==> src/rtl/serial_capture_pkg.sv <==
// Package: serial_capture_pkg
// Holds the shared sizes for the serial capture block. Every module takes its
// widths from here by default, so a change stays consistent across the block.
package serial_capture_pkg;
    // width of the capture word
    parameter int unsigned CAP_BITS = 28;
    // width of the divide ratio
    parameter int unsigned DIV_BITS = 8;
    // width needed to hold a count from 0 to CAP_BITS
    parameter int unsigned CNT_BITS = $clog2(CAP_BITS + 1);
endpackage : serial_capture_pkg

==> src/rtl/sample_divider.sv <==
// Module: sample_divider
// Makes the sample strobe. It counts core cycles while shift mode is on and
// raises the strobe when the phase reaches the divide ratio, so the sample
// period is ratio+1 cycles. The phase is held at zero outside shift mode.
// The >= compare means a ratio lowered below the running phase fires at once.
// Assumes: synchronous active-low reset, and a ratio that the caller holds
// steady except for deliberate changes.
module sample_divider #(
    parameter int unsigned DIV_W = serial_capture_pkg::DIV_BITS
) (
    input  logic             clk,
    input  logic             rst_n,
    input  logic             mode_on,
    input  logic [DIV_W-1:0] ratio,
    output logic             tick
);
    logic [DIV_W-1:0] phase_q;
    logic [DIV_W-1:0] phase_d;

    // strobe when the running phase has reached the programmed ratio
    always_comb begin
        tick = mode_on && (phase_q >= ratio);
    end

    // next phase: zero when idle or after a strobe, otherwise count up
    always_comb begin
        if (!mode_on) begin
            phase_d = '0;
        end else if (tick) begin
            phase_d = '0;
        end else begin
            phase_d = phase_q + 1'b1;
        end
    end

    // phase register
    always_ff @(posedge clk) begin
        if (!rst_n) begin
            phase_q <= '0;
        end else begin
            phase_q <= phase_d;
        end
    end

    // with a nonzero ratio, two strobes never fall on back-to-back cycles
    assert_tick_spacing_R2: assert property (@(posedge clk) disable iff (!rst_n)
        tick |=> (!tick || ratio == '0));

    // the phase is zero one cycle after the mode is off
    assert_idle_phase_R8: assert property (@(posedge clk) disable iff (!rst_n)
        !mode_on |=> (phase_q == '0));
endmodule : sample_divider

==> src/rtl/capture_shifter.sv <==
// Module: capture_shifter
// Holds the capture word and the sticky start flag. On each strobe the word
// moves up one place and the pin value enters bit 0. The top bit is dropped.
// The first captured one-bit sets the flag, which stays set until a clear.
// A clear overrides a coincident strobe.
// Assumes: the pin is already synchronous to clk.
module capture_shifter #(
    parameter int unsigned WIDTH = serial_capture_pkg::CAP_BITS
) (
    input  logic             clk,
    input  logic             rst_n,
    input  logic             tick,
    input  logic             clear,
    input  logic             pin,
    output logic [WIDTH-1:0] word,
    output logic             flag,
    output logic             flag_set
);
    logic [WIDTH-1:0] word_q;
    logic             flag_q;

    // one register cell per bit: bit 0 takes the pin, bit i takes bit i-1
    for (genvar gi = 0; gi < WIDTH; gi++) begin : g_cell
        logic src;
        // choose the value that moves into this cell on a strobe
        always_comb begin
            if (gi == 0) begin
                src = pin;
            end else begin
                src = word_q[(gi == 0) ? 0 : gi-1];
            end
        end
        // per-bit register: clear, then shift on strobe, else hold
        always_ff @(posedge clk) begin
            if (!rst_n || clear) begin
                word_q[gi] <= 1'b0;
            end else if (tick) begin
                word_q[gi] <= src;
            end
        end
    end

    // pulse on the sample that sets the flag for the first time
    always_comb begin
        flag_set = tick && pin && !flag_q && !clear;
    end

    // sticky start flag
    always_ff @(posedge clk) begin
        if (!rst_n || clear) begin
            flag_q <= 1'b0;
        end else if (flag_set) begin
            flag_q <= 1'b1;
        end
    end

    assign word = word_q;
    assign flag = flag_q;

    // the word moves up by one and takes the pin into bit 0 on a strobe
    assert_shift_in_R3: assert property (@(posedge clk) disable iff (!rst_n)
        (tick && !clear) |=> (word_q == {$past(word_q[WIDTH-2:0]), $past(pin)}));

    // without a strobe or a clear the word holds
    assert_hold_idle_R8: assert property (@(posedge clk) disable iff (!rst_n)
        (!tick && !clear) |=> $stable(word_q));

    // the flag stays set until a clear
    assert_flag_sticky_R5: assert property (@(posedge clk) disable iff (!rst_n)
        (flag_q && !clear) |=> flag_q);

    // the flag rises only from a sampled one-bit
    assert_flag_source_R5: assert property (@(posedge clk) disable iff (!rst_n)
        $rose(flag_q) |-> ($past(tick) && $past(pin)));
endmodule : capture_shifter

==> src/rtl/start_bit_counter.sv <==
// Module: start_bit_counter
// Counts the samples taken since the start flag was set. The sample that sets
// the flag loads one. Each later strobe adds one, and the count holds at LIMIT.
// A clear zeroes it.
// Assumes: flag_set and flag come from the shifter in the same cycle domain.
module start_bit_counter #(
    parameter int unsigned LIMIT = serial_capture_pkg::CAP_BITS,
    parameter int unsigned CNT_W = $clog2(LIMIT + 1)
) (
    input  logic             clk,
    input  logic             rst_n,
    input  logic             tick,
    input  logic             clear,
    input  logic             flag,
    input  logic             flag_set,
    output logic [CNT_W-1:0] count
);
    localparam logic [CNT_W-1:0] CAP_MAX = CNT_W'(LIMIT);

    logic [CNT_W-1:0] cnt_q;

    // saturating sample counter gated by the start flag
    always_ff @(posedge clk) begin
        if (!rst_n || clear) begin
            cnt_q <= '0;
        end else if (flag_set) begin
            cnt_q <= CNT_W'(1);
        end else if (tick && flag && cnt_q != CAP_MAX) begin
            cnt_q <= cnt_q + 1'b1;
        end
    end

    assign count = cnt_q;

    // the count never exceeds the word width
    assert_count_bound_R6: assert property (@(posedge clk) disable iff (!rst_n)
        cnt_q <= CAP_MAX);

    // once saturated, the count holds until a clear
    assert_count_hold_R6: assert property (@(posedge clk) disable iff (!rst_n)
        (cnt_q == CAP_MAX && !clear) |=> (cnt_q == CAP_MAX));
endmodule : start_bit_counter

==> src/rtl/serial_start_capture.sv <==
// Module: serial_start_capture (top)
// A 28-bit serial input capture register with a programmable sample divider,
// a sticky start flag, a saturating bit count and a one-cycle clear.
// Assumes: ser_in is synchronous to clk, and rst_n is synchronous and
// active low.
module serial_start_capture #(
    parameter int unsigned CAP_W = serial_capture_pkg::CAP_BITS,
    parameter int unsigned DIV_W = serial_capture_pkg::DIV_BITS,
    localparam int unsigned CNT_W = $clog2(CAP_W + 1)
) (
    input  logic             clk,
    input  logic             rst_n,
    input  logic             shift_mode,
    input  logic [DIV_W-1:0] div_ratio,
    input  logic             clear_req,
    input  logic             ser_in,
    output logic [CAP_W-1:0] cap_word,
    output logic             start_seen,
    output logic [CNT_W-1:0] bit_count,
    output logic             sample_pulse
);
    logic tick;
    logic flag;
    logic flag_set;

    sample_divider #(.DIV_W(DIV_W)) u_div (
        .clk     (clk),
        .rst_n   (rst_n),
        .mode_on (shift_mode),
        .ratio   (div_ratio),
        .tick    (tick)
    );

    capture_shifter #(.WIDTH(CAP_W)) u_shift (
        .clk      (clk),
        .rst_n    (rst_n),
        .tick     (tick),
        .clear    (clear_req),
        .pin      (ser_in),
        .word     (cap_word),
        .flag     (flag),
        .flag_set (flag_set)
    );

    start_bit_counter #(.LIMIT(CAP_W), .CNT_W(CNT_W)) u_cnt (
        .clk      (clk),
        .rst_n    (rst_n),
        .tick     (tick),
        .clear    (clear_req),
        .flag     (flag),
        .flag_set (flag_set),
        .count    (bit_count)
    );

    assign start_seen   = flag;
    assign sample_pulse = tick;

    // a clear empties the word, the flag and the count on its edge
    assert_clear_all_R7: assert property (@(posedge clk) disable iff (!rst_n)
        clear_req |=> (cap_word == '0 && !start_seen && bit_count == '0));

    // the count is nonzero exactly when the flag is set
    assert_count_flag_R6: assert property (@(posedge clk) disable iff (!rst_n)
        (bit_count != '0) == start_seen);

    // no sample is taken outside shift mode
    assert_no_idle_sample_R2: assert property (@(posedge clk) disable iff (!rst_n)
        !shift_mode |-> !sample_pulse);
endmodule : serial_start_capture

==> config.mk <==
export PLATFORM = sky130hd
export DESIGN_NAME = serial_start_capture
export DESIGN_NICKNAME = d
export VERILOG_FILES = /design/src/rtl/serial_capture_pkg.sv /design/src/rtl/sample_divider.sv /design/src/rtl/capture_shifter.sv /design/src/rtl/start_bit_counter.sv /design/src/rtl/serial_start_capture.sv
export SDC_FILE = /design/constraint.sdc
export NUM_CORES = 1
export LEC_CHECK = 0
export CORE_MARGIN = 2
export CORE_UTILIZATION = 30
export CTS_BUF_LIST = sky130_fd_sc_hd__clkbuf_8
export CTS_CLUSTER_SIZE = 40
export DETAILED_ROUTE_END_ITERATION = 10
export DONT_BUFFER_PORTS = 1
export PLACE_DENSITY = 0.52
export SLEW_MARGIN = 30
export SYNTH_ARGS = -nofsm -noshare
export SYNTH_HDL_FRONTEND = slang
export SYNTH_SLANG_ARGS = --single-unit
==> constraint.sdc <==
create_clock -name clk -period 2.9 [get_ports clk]
set_input_delay 0.58 -clock clk [delete_from_list [all_inputs] [get_ports clk]]
set_output_delay 0.58 -clock clk [all_outputs]
set_load 0.01 [all_outputs]
==> metrics.cfg <==
[grt]
grt_pass1_wl_um=6510
grt-ovfl-total=0
grtUsageTotal_pct=11.0
grt_max_degree=36
antenna_found_initial=0
first_global_vias=1366

[clock_tree]
ctsResizeCount=0
cts-root-buf=clkbuf_8
cts_inserted_buffers=5
clkSinkCount=42
cts_tree=built
cts_max_level=2
cts_setup_buffers=0
hold_buffers=0
cts.clk_slew.worst_paths_ns=0.08
insertion_delay_ns=0.29
clockBufferDepth=2

[route]
wl_met2_um=1940
dr.max_layer_used=met4
wire_per_inst_um=13.1
drtIter0Drc=49
drc_errors=0
wirelength_met1_um=1730
ant_nets=0
vias_per_cell=4.66
routed_wl_um=4020
vias=1427
dr_wl_met3_um=295
first_pass_iters=4

[placement]
hpwl_um=2860
place.gp.congestion=0.820
io_buffers=0
dpl.cell_count=298

[floorplanning]
rows=30
start_util_pct=30.7
die_h_um=86.6
core-area_um2=6680
fp.dieW_um=86.6
die_area_um2=7500
ios=48

[setup_path]
cp_max_fo=35
cp-start-kind=flip-flop
critPathKind=flip-flop to output port
crit_path_end_kind=output port
required_ns=2.32
arrival_ns=2.01

[run_status]
status=finished clean

[finish]
final_common_cell=nand2_1
utilization_pct=29.9
finish.net_count=249
drive_above_1_share_pct=6.19
diodes=0
area_growth_pct=-2.32
n_fill_cell=723
layout.cells.non_filler=306
layout_common_cells=64 x nand2_1, 42 x dfxtp_1, 34 x a21oi_1

[timing]
finalSetupTns_ns=0
finalSetupViolCount=0
rsz0062_at_grt=no
period_share_pct=89.2
slew_headroom_pct=63.3
post-route-min-period_ns=2.59
fmax_mhz=386
slew_violations=0
finalHoldViolations=0
fin_skew_ns=0.00670
tightestPinTransition_ns=0.542

[synth]
ys_seq_elements=42
avgSynthCellArea_um2=8.10
synth_edf_count=0
async_flop_share_pct=0
synth-seq-area-share_pct=41.1
netlist_area_um2=2050
synth.area.top_cells=dfxtp_1 41%, nand2_1 12%, buf_4 9.9%
yosysUniqueCellTypes=32
synth_area_leader_cell=dfxtp_1
synth_nets=277
synth_top_area_share_pct=41.1
synth_warnings=0
netlist_instances=253
synth-main-ff-cell=dfxtp_1

[power]
power_density_nw_per_um2=534
p_leak_nw=0.689
ir_drop_v=0.000205

[flow_run]
drv_cap=0

[worst_hold_path]
min_path_type=primary input to flip-flop

layer usage:
metal / up-vias / track usage [%]
li1: 741 / -
met1: 639 / 12.1
met2: 40 / 18.5
met3: 7 / 4.57
met4: 0 / 4.83
met5: - / 0
flip-flops by register name (all words and copies together) (netlist names):
signal,flops
u_shift.word,1
u_div.phase_q,8
u_shift.flag,1
u_cnt.count,5
u_shift.g_cell.src,27
Yosys cell counts (2+ instances only):
library cell,count
and3_1,2
buf_2,2
nand2b_1,2
xor2_1,2
xnor2_1,4
ha_1,11
clkbuf_1,3
nand3_1,3
a21oi_1,34
buf_6,4
inv_1,16
buf_4,27
nand4_1,4
nor2_1,13
dfxtp_1,42
o21ai_0,5
nand2_1,64
logic make-up (layout without fill, tap and decap cells):
| family | after synthesis | in the layout | share of synthesized area [%] |
|---|---|---|---|
| AO/OA/AOI/OAI | 48 | 48 | 14.3 |
| XOR/XNOR | 6 | 6 | 2.57 |
| adder cells (fa/ha/maj) | 11 | 11 | 6.72 |
| buffers and inverters | 54 | 27 | 16.6 |
| flip-flops | 42 | 42 | 41.1 |
| AND/OR/NAND/NOR | 92 | 92 | 18.8 |
worst max-delay path, cell delays in order, from the launching register on:
cell and delay, ns:
dfxtp_1 0.38, inv_1 0.06, ha_1 0.26, nand2b_1 0.14, a2111o_1 0.47, a31oi_4 0.22
inv_4 0.18
power breakdown:
part           internal, mW  leakage [nW]  switching [mW]
clock                 0.253        0.0556           0.204
sequential            0.577         0.338         0.00130
combinational        0.0100         0.295          0.0219
total                 0.841         0.689           0.227
cell type report:
type | instances | area [µm²] | share of cell area [%]
Clock inverter | 3 | 41.3 | 2.06
Sequential cell | 42 | 841 | 42.0
Timing Repair Buffer | 2 | 15.0 | 0.750
Multi-Input combinational cell | 157 | 868 | 43.4
Tap cell | 80 | 100 | 5.00
Clock buffer | 5 | 68.8 | 3.44
Inverter | 17 | 66.3 | 3.31
through the flow:
| step | cell area [µm²] | total power, mW | setup WS (ns) | hold slack (ns) |
|---|---|---|---|---|
| 2_1_floorplan | 2050 | 0.617 | 0.333 | 0.426 |
| 3_3_place_gp | 1890 | 0.625 | 0.432 | 0.449 |
| 3_5_place_dp | 1890 | 0.625 | 0.377 | 0.452 |
| 4_1_cts | 2000 | 1.09 | 0.275 | 0.411 |
| 5_1_grt | 2000 | 1.12 | 0.184 | 0.422 |
| 6_report | 2000 | 1.07 | 0.312 | 0.417 |
worst paths after layout:
kind	startpoint	to	slack, ns	cells past startpoint
setup / recovery	u_div.phase_q[0]	sample_pulse	0.31	6
hold / removal	ser_in	u_shift.g_cell[1].src	0.42	2
setup reg to reg	u_div.phase_q[0]	u_cnt.count[0]	0.58	8
hold reg to reg	u_div.phase_q[0]	u_div.phase_q[0]	0.47	1
Note: power is estimated with default switching activity, not from simulation.
